===== src/rtl/wdog_pkg.sv =====
`timescale 1ns/1ps
package wdog_pkg;
  localparam int RUN_BIT = 8;
  localparam int KEY_LSB = 9;
  typedef enum logic {ST_ARMED = 1'b0, ST_GRACE = 1'b1} wd_stage_e;
endpackage


===== src/rtl/wdog_keygate.sv =====
`timescale 1ns/1ps
module wdog_keygate #(
  parameter int KEY_W = 7
) (
  input  logic             clk,
  input  logic             rst_n,
  input  logic             wr_hit,
  input  logic [KEY_W-1:0] wr_key,
  input  logic             wr_run,
  output logic             accept,
  output logic             en_q,
  output logic [KEY_W-1:0] key_q
);
  logic key_ok;

  assign key_ok = (wr_key == ~key_q);
  assign accept = wr_hit && (!en_q || key_ok);

  always_ff @(posedge clk) begin
    if (!rst_n) begin
      en_q  <= 1'b0;
      key_q <= '0;
    end else if (accept) begin
      en_q  <= wr_run;
      key_q <= wr_key;
    end
  end
endmodule


===== src/rtl/wdog_counter.sv =====
`timescale 1ns/1ps
module wdog_counter
  import wdog_pkg::*;
#(
  parameter int CNT_W = 9,
  parameter int GRACE = 1
) (
  input  logic             clk,
  input  logic             rst_n,
  input  logic             tick,
  input  logic             load,
  input  logic [CNT_W-1:0] load_val,
  input  logic             load_run,
  output logic [CNT_W-1:0] cnt_q,
  output logic             nmi_q,
  output logic             rst_req_q
);
  localparam logic [CNT_W-1:0] GRACE_V = CNT_W'(GRACE);
  localparam logic [CNT_W-1:0] ONE     = CNT_W'(1);

  logic      run_q;
  wd_stage_e stage_q;
  logic      ran_out;

  assign ran_out = (cnt_q <= ONE);

  always_ff @(posedge clk) begin
    if (!rst_n) begin
      cnt_q     <= '0;
      run_q     <= 1'b0;
      nmi_q     <= 1'b0;
      rst_req_q <= 1'b0;
      stage_q   <= ST_ARMED;
    end else begin
      rst_req_q <= 1'b0;
      if (load) begin
        cnt_q   <= load_val;
        run_q   <= load_run;
        nmi_q   <= 1'b0;
        stage_q <= ST_ARMED;
      end else if (run_q && tick) begin
        if (!ran_out) begin
          cnt_q <= cnt_q - ONE;
        end else if (stage_q == ST_ARMED) begin
          nmi_q   <= 1'b1;
          stage_q <= ST_GRACE;
          cnt_q   <= GRACE_V;
        end else begin
          rst_req_q <= 1'b1;
          run_q     <= 1'b0;
          cnt_q     <= '0;
        end
      end
    end
  end
endmodule


===== src/rtl/wdog_status.sv =====
`timescale 1ns/1ps
module wdog_status #(
  parameter int                ADDR_W    = 8,
  parameter int                DATA_W    = 32,
  parameter int                CNT_W     = 9,
  parameter logic [ADDR_W-1:0] STAT_ADDR = 8'h44
) (
  input  logic [ADDR_W-1:0] rd_addr,
  input  logic [CNT_W-1:0]  cnt,
  input  logic              nmi,
  output logic [DATA_W-1:0] rd_data
);
  localparam int PAD_W = DATA_W - CNT_W - 1;

  always_comb begin
    rd_data = '0;
    if (rd_addr == STAT_ADDR) rd_data = {{PAD_W{1'b0}}, nmi, cnt};
  end
endmodule


===== src/rtl/keyed_wdog.sv =====
`timescale 1ns/1ps
module keyed_wdog
  import wdog_pkg::*;
#(
  parameter int                ADDR_W    = 8,
  parameter int                DATA_W    = 32,
  parameter int                CNT_W     = 9,
  parameter int                KEY_W     = 7,
  parameter int                GRACE     = 1,
  parameter logic [ADDR_W-1:0] CTRL_ADDR = 8'h40,
  parameter logic [ADDR_W-1:0] STAT_ADDR = 8'h44
) (
  input  logic              clk,
  input  logic              rst_n,
  input  logic              tick,
  input  logic              wr_en,
  input  logic [ADDR_W-1:0] wr_addr,
  input  logic [DATA_W-1:0] wr_data,
  input  logic [ADDR_W-1:0] rd_addr,
  output logic [DATA_W-1:0] rd_data,
  output logic              nmi,
  output logic              reset_req
);
  logic             wr_hit;
  logic [KEY_W-1:0] wr_key;
  logic             wr_run;
  logic             accept;
  logic             en_q;
  logic [KEY_W-1:0] key_q;
  logic [CNT_W-1:0] cnt_q;

  assign wr_hit = wr_en && (wr_addr == CTRL_ADDR);
  assign wr_key = wr_data[KEY_LSB +: KEY_W];
  assign wr_run = wr_data[RUN_BIT];

  wdog_keygate #(.KEY_W(KEY_W)) u_gate (
    .clk(clk), .rst_n(rst_n), .wr_hit(wr_hit), .wr_key(wr_key),
    .wr_run(wr_run), .accept(accept), .en_q(en_q), .key_q(key_q)
  );

  wdog_counter #(.CNT_W(CNT_W), .GRACE(GRACE)) u_cnt (
    .clk(clk), .rst_n(rst_n), .tick(tick), .load(accept),
    .load_val(wr_data[CNT_W-1:0]), .load_run(wr_run),
    .cnt_q(cnt_q), .nmi_q(nmi), .rst_req_q(reset_req)
  );

  wdog_status #(.ADDR_W(ADDR_W), .DATA_W(DATA_W), .CNT_W(CNT_W),
                .STAT_ADDR(STAT_ADDR)) u_stat (
    .rd_addr(rd_addr), .cnt(cnt_q), .nmi(nmi), .rd_data(rd_data)
  );
endmodule


===== config.mk =====
export PLATFORM = sky130hd
export DESIGN_NAME = keyed_wdog
export DESIGN_NICKNAME = d
export VERILOG_FILES = /design/src/rtl/wdog_pkg.sv /design/src/rtl/wdog_keygate.sv /design/src/rtl/wdog_counter.sv /design/src/rtl/wdog_status.sv /design/src/rtl/keyed_wdog.sv
export SDC_FILE = /design/constraint.sdc
export NUM_CORES = 1
export LEC_CHECK = 0
export ABC_AREA = 1
export CORE_UTILIZATION = 30
export CTS_CLUSTER_DIAMETER = 200
export DETAILED_ROUTE_END_ITERATION = 6
export PLACE_DENSITY = 0.77
export SYNTH_ARGS = -nofsm -noshare
export SYNTH_HDL_FRONTEND = slang
export SYNTH_SLANG_ARGS = --single-unit

===== constraint.sdc =====
create_clock -name clk -period 1.3 [get_ports clk]
set_clock_uncertainty 0.1 [all_clocks]
set_input_delay 0.325 -clock clk [delete_from_list [all_inputs] [get_ports clk]]
set_output_delay 0.325 -clock clk [all_outputs]
set_load 0.1 [all_outputs]

==> impl_metrics.tcl, run 1 <==
set metrics [dict create \
    numClockSinks 21 \
    leakage_nw 1.53 \
    drc 0 \
    hpwlAfterDp_um 3210 \
    crit_required_ns 0.88 \
    antenna_found_initial 0 \
    htree_levels 1 \
    place_congestion 0.781 \
    status "finished, violations left" \
    synth-compound-area-share 0.0813 \
    power_mw 1.58 \
    grt_max_degree 13 \
    clk_transition_reported_paths_ns 0.09 \
    final_cell_mix "nand2_1 (39), buf_4 (39), inv_1 (26), nand3_2 (23), conb_1 (22)" \
    cpPeakStageDelay_ns 0.28 \
    hp-class "in2reg" \
    r2r_setup_slack_ns -0.37 \
    cts_tree "yes" \
    rows 25 \
    die_x_um 74.3 \
    period_share 1.31 \
    pwr-share-seq 0.406 \
    finalHoldViolations 0 \
    drt-pass1-iter-count 4 \
    die-area_um2 5520 \
    yosys.area_share.simple 0.378 \
    synthMuxAreaShare 0 \
    drv_cap 0 \
    grt_use_total 0.195 \
    yosysSeqAreaShare 0.268 \
    grt_pass1_wl_um 8120 \
    synth_xor_area_frac 0.0223 \
    overflow 0 \
    dpl_cell_area_um2 2640 \
    antenna_cells 0 \
    ant_nets 0 \
    slew_violations 0 \
    path_cells "buf_6 -> nor4_4 -> buf_4 -> nand2_8 -> nor2_4 -> buf_12" \
    area_growth_pct 98.7 \
    power_frac_clock 0.286 \
    nets 399 \
    boundaryPins 86 \
    setup_tns_ns -10.34 \
    startpoint "rd_addr[0]" \
    max_freq_mhz 589 \
    synth_fa_ha_area_frac 0.0159 \
    p_switching_uw 610 \
    layout-drive-gt1-share 0.515 \
    placed_cells 393 \
    cts_buffers 3 \
    core-area_um2 4880 \
    r2r_end "u_cnt.cnt_q[4]" \
    final.fill_count 425 \
    cp-end-kind "output port" \
    criticalPathCategory "in2out" \
    whs_ns 0.250 \
    synth_top_family_by_area "simple AND/OR/NAND/NOR gates" \
    netlist_area_um2 1570 \
    cts.path.max_buffers 2 \
    p_int_uw 969 \
    drt-vias-per-instance 4.46 \
    irDropWorstVdd_v 0.000370 \
    start_util 0.322 \
    violations "setup timing" \
    yosysWarningCount 0 \
    finalCriticalPeriod_ns 1.70 \
    rr_worst_depth 12 \
    cp-start-kind "input pin" \
    finalSetupViolCount 31 \
    vias 1835 \
    syn_area_per_cell_um2 6.28 \
    fp.dieH_um 74.3 \
    clock_latency_ns 0.27 \
    grt_setup_unrepaired "yes" \
    final_util 0.639 \
    critical_path.max_fanout 5 \
    r2r-start "u_gate.key_q[3]" \
    port_buffers 47 \
    root_buffer "clkbuf_8" \
    ys_types 24 \
    critPathSlowestCell "nor4_4" \
    design_area_um2 3120 \
    place_ws_ns -0.836 \
    fin_ws_ns -0.398 \
    first_iter_violations 46 \
    instances_no_fill 411 \
    wl_per_cell_um 12.0 \
    ys_ff_latch 21 \
    power_density_nw_per_um2 506 \
    grt_pass1_vias 1842 \
    critPathArrivalTime_ns 1.27 \
    crit_end "rd_data[6]" \
    switching_share 0.387 \
    drt_wl_total_um 4950 \
    syn_inst 250 \
    power_frac_comb 0.308 \
]
cell usage after synthesis:
cell type  count  area, µm²
a21oi_1        7       35.0
buf_6          5       56.3
inv_1         34        128
nor4_1         2       12.5
xnor2_1        1       8.76
nor2_2         3       18.8
a21boi_4       1       18.8
nor3b_1        1       7.51
nand2_2        3       18.8
inv_2          1       3.75
a21oi_2        1       8.76
nand2_1       55        206
dfxtp_1       21        420
nand3_2        2       20.0
clkbuf_1       1       3.75
conb_1         1       3.75
nor2_1        39        146
buf_4         23        173
nand3_1       29        145
nand4_1        1       6.26
o21ai_0       13       65.1
xor2_1         3       26.3
ha_1           2       25.0
nand2_4        1       11.3
area by class of cell:
cell class,count,area (µm²),area share
clock buffer,3,41.3,0.0132
clock inverter,1,5.00,0.00161
inverter,35,136,0.0437
multi-input combinational,187,1350,0.434
sequential,21,435,0.140
tap,67,83.8,0.0269
timing repair buffer,97,1060,0.341
registers in the layout, summed over array words and instances, names as in the netlist:
name	flops
u_cnt.cnt_q	9
u_gate.key_q	7
u_cnt.nmi_q	1
u_cnt.rst_req_q	1
u_cnt.run_q	1
u_cnt.stage_q	1
u_gate.en_q	1
critical path: cells and delay by family:
family	cells	cell delay, ns
buffers and inverters	3	0.47
and+or+nand+nor	3	0.47
routing by layer:
| layer | part of all wire | GRT usage | vias up |
|---|---|---|---|
| li1 | - | - | 926 |
| met1 | 0.37 | 0.201 | 841 |
| met2 | 0.57 | 0.388 | 59 |
| met3 | 0.041 | 0.0285 | 9 |
| met4 | 0.020 | 0.0797 | 0 |
| met5 | 0 | 0 | - |
worst min path at each step:
stage	startpoint	to	slack, ns	cells after the start
after global placement	u_gate.key_q[0]	u_gate.key_q[0]	0.35	2
after detailed placement	u_cnt.run_q	u_cnt.run_q	0.37	2
after CTS	u_gate.key_q[0]	u_gate.key_q[0]	0.38	2
final	wr_data[10]	u_gate.key_q[1]	0.25	3
after global routing	wr_data[10]	u_gate.key_q[1]	0.27	3
after floorplan	u_cnt.run_q	u_cnt.run_q	0.34	2
power by group through the flow:
stage,combinational [mW],clock [mW],sequential [mW]
after detailed placement,0.469,0,0.659
final,0.487,0.452,0.640
after global routing,0.508,0.479,0.640
after CTS,0.478,0.459,0.640
after floorplan,0.383,0,0.660
after global placement,0.465,0,0.659
cells by family after synthesis:
group | count (synthesis)
fa+ha+maj | 2
other cells | 1
buf+inv | 64
simple gates | 136
xor+xnor | 4
flops | 21
compound gates | 22
timing repair:
action | CTS | global route
endpoints found under the setup margin | 31 | 31
buffers inserted | 8 | 1
hold buffers | 0 | 0
cloned | 5 | 0
endpoints found under the hold margin | 0 | 0
resized for setup | 108 | 27
pin swaps | 26 | 15
Power figures use the tool's default switching activity.
==> inputs of run 2 (changes only) <==
--- a/config.mk
+++ b/config.mk
@@ -10,6 +10,7 @@
 export CTS_CLUSTER_DIAMETER = 200
 export DETAILED_ROUTE_END_ITERATION = 6
 export PLACE_DENSITY = 0.77
+export SKIP_CTS_REPAIR_TIMING = 1
 export SYNTH_ARGS = -nofsm -noshare
 export SYNTH_HDL_FRONTEND = slang
 export SYNTH_SLANG_ARGS = --single-unit
==> constraint.sdc (replaced) <==
create_clock -name clk -period 1.3 [get_ports clk]
set_clock_uncertainty 0.1 [all_clocks]
set_input_delay 0.325 -clock clk [delete_from_list [all_inputs] [get_ports clk]]
set_output_delay 0.325 -clock clk [all_outputs]
set_load 0.02 [all_outputs]
==> run 2 against run 1 <==
Compared with the run above: the run still ends with setup timing left; global-route usage is 4.5 points lower; largest power group unchanged; cell count fell by 0.97%; non-clock buffer count down 4; register-to-register slack about the same; design area is 2.1% lower; critical path type unchanged.
==> impl_metrics.tcl, run 2 (synthesized netlist as in run 1, its figures left out) <==
set metrics [dict create \
    area_growth_pct 94.5 \
    antenna_cells 0 \
    slew_violations 0 \
    irDropWorstVdd_v 0.000624 \
    die_x_um 74.3 \
    port_buffers 47 \
    min-delay-start "wr_data[13]" \
    fin_ws_ns -0.513 \
    violations "setup timing" \
    path_cells "buf_6 -> inv_4 -> nor4_4 -> buf_4 -> nand2_8 -> nor2_4 -> buf_6" \
    grt_pass1_wl_um 6470 \
    wl_per_cell_um 12.2 \
    drt-pass1-iter-count 4 \
    rr_worst_depth 14 \
    overflow 0 \
    finalHoldViolations 0 \
    clock_latency_ns 0.27 \
    cpPeakStageDelay_ns 0.41 \
    nets 395 \
    max_freq_mhz 552 \
    instances_no_fill 407 \
    grt_max_degree 19 \
    period_share 1.39 \
    critPathSlowestCell "nor4_4" \
    antenna_found_initial 0 \
    finalCriticalPeriod_ns 1.81 \
    root_buffer "clkbuf_8" \
    cp-start-kind "input pin" \
    final.fill_count 397 \
    hpwlAfterDp_um 3240 \
    numClockSinks 21 \
    crit_top_cell "buf_6" \
    holdPathEnd "u_gate.key_q[4]" \
    hp-class "in2reg" \
    mostFrequentLayoutCell "nand2_1" \
    first_iter_violations 79 \
    drv_cap 0 \
    cts_buffers 3 \
    ant_nets 0 \
    finalSetupViolCount 31 \
    core-area_um2 4880 \
    placed_cells 393 \
    crit_required_ns 0.88 \
    layout-drive-gt1-share 0.468 \
    cp-end-kind "output port" \
    status "finished, violations left" \
    htree_levels 1 \
    r2r_setup_slack_ns -0.38 \
    place_ws_ns -1.26 \
    critPathArrivalTime_ns 1.39 \
    drt_wl_total_um 4980 \
    r2r_end "u_cnt.cnt_q[2]" \
    boundaryPins 86 \
    final_cell_mix "nand2_1 (44), buf_4 (32), inv_1 (27), conb_1 (22), nand3_2 (21)" \
    place_congestion 0.811 \
    drt-vias-per-instance 4.43 \
    rows 25 \
    drc 0 \
    reg.largest.list "u_cnt.cnt_q x9, u_gate.key_q x7" \
    r2r-start "u_gate.key_q[3]" \
    grt_use_total 0.150 \
    grt_setup_unrepaired "yes" \
    setup_tns_ns -10.49 \
    start_util 0.322 \
    cp_top_family "simple AND/OR/NAND/NOR gates" \
    min_path_cells 3 \
    die-area_um2 5520 \
    largest_reg_flops 9 \
    criticalPathCategory "in2out" \
    leakage_nw 1.59 \
    cts.path.max_buffers 2 \
    power_density_nw_per_um2 449 \
    top_register "u_cnt.cnt_q" \
    cts_tree "yes" \
    grt_pass1_vias 1556 \
    fp.dieH_um 74.3 \
    crit_buf_inv 4 \
    critical_path.max_fanout 5 \
    clk_transition_reported_paths_ns 0.08 \
    vias 1802 \
]
## run 2: cell count changes in the layout (fill, tap and decap cells not counted), moves of 5 or more
cell	previous run	this run
dlygate4sd2_1	13	0
buf_12	15	3
buf_6	7	19
dlymetal6s2s_1	0	12
clkdlybuf4s50_1	11	19
buf_4	39	32
nand2_1	39	44
nand2_2	6	1
## run 2: cell type report
type                    count  area, µm²  area share
clock buffers               3       41.3      0.0135
clock inverters             1       5.00     0.00164
inverters                  35        139      0.0455
multi-input cells         187       1370       0.449
flip-flops and latches     21        429       0.141
well taps                  67       83.8      0.0275
repair buffers             93        985       0.323
## run 2: layer usage
layer	vias up	wire, µm	GRT usage
met2	53	2850	0.289
met5	-	0	0
met3	0	236	0.0393
li1	918	-	-
met4	0	0	0.00629
met1	831	1890	0.175
## run 2: stage by stage
| step | util | cell area (µm²) | hold slack [ns] | power, mW |
|---|---|---|---|---|
| floorplan | - | 1880 | 0.344 | 0.822 |
| global placement | 0.516 | 2520 | 0.351 | 0.905 |
| detailed placement | 0.516 | 2520 | 0.363 | 0.910 |
| CTS | 0.526 | 2570 | 0.376 | 1.36 |
| global route | 0.625 | 3050 | 0.323 | 1.43 |
| finish | 0.625 | 3050 | 0.307 | 1.37 |
## run 2: report_power, final
group	switching, mW	total (mW)	internal [mW]
Combinational	0.154	0.281	0.127
Clock	0.234	0.448	0.214
Sequential	0.000784	0.642	0.641
## run 2: worst max-delay path by stage
stage | endpoint | cells past startpoint | slack (ns) | startpoint
2_1_floorplan | rd_data[0] | 3 | -0.17 | rd_addr[1]
3_3_place_gp | rd_data[0] | 5 | -1.18 | rd_addr[5]
4_1_cts | rd_data[5] | 5 | -1.27 | rd_addr[1]
6_report | rd_data[5] | 7 | -0.51 | rd_addr[6]
3_5_place_dp | rd_data[5] | 5 | -1.26 | rd_addr[1]
5_1_grt | rd_data[5] | 7 | -0.56 | rd_addr[6]
## run 2: worst reg2reg max path: stages (launching register included)
cell and delay (ns):
dfxtp_4 0.36, nand2_4 0.05, inv_2 0.03, nor2_2 0.08
nand2_1 0.06, nor2_2 0.11, nand2_2 0.08, buf_6 0.12
nand2_4 0.07, nand2_8 0.11, clkbuf_16 0.19, nand3_2 0.06
nand3_2 0.07, nand2_1 0.06, inv_1 0.04
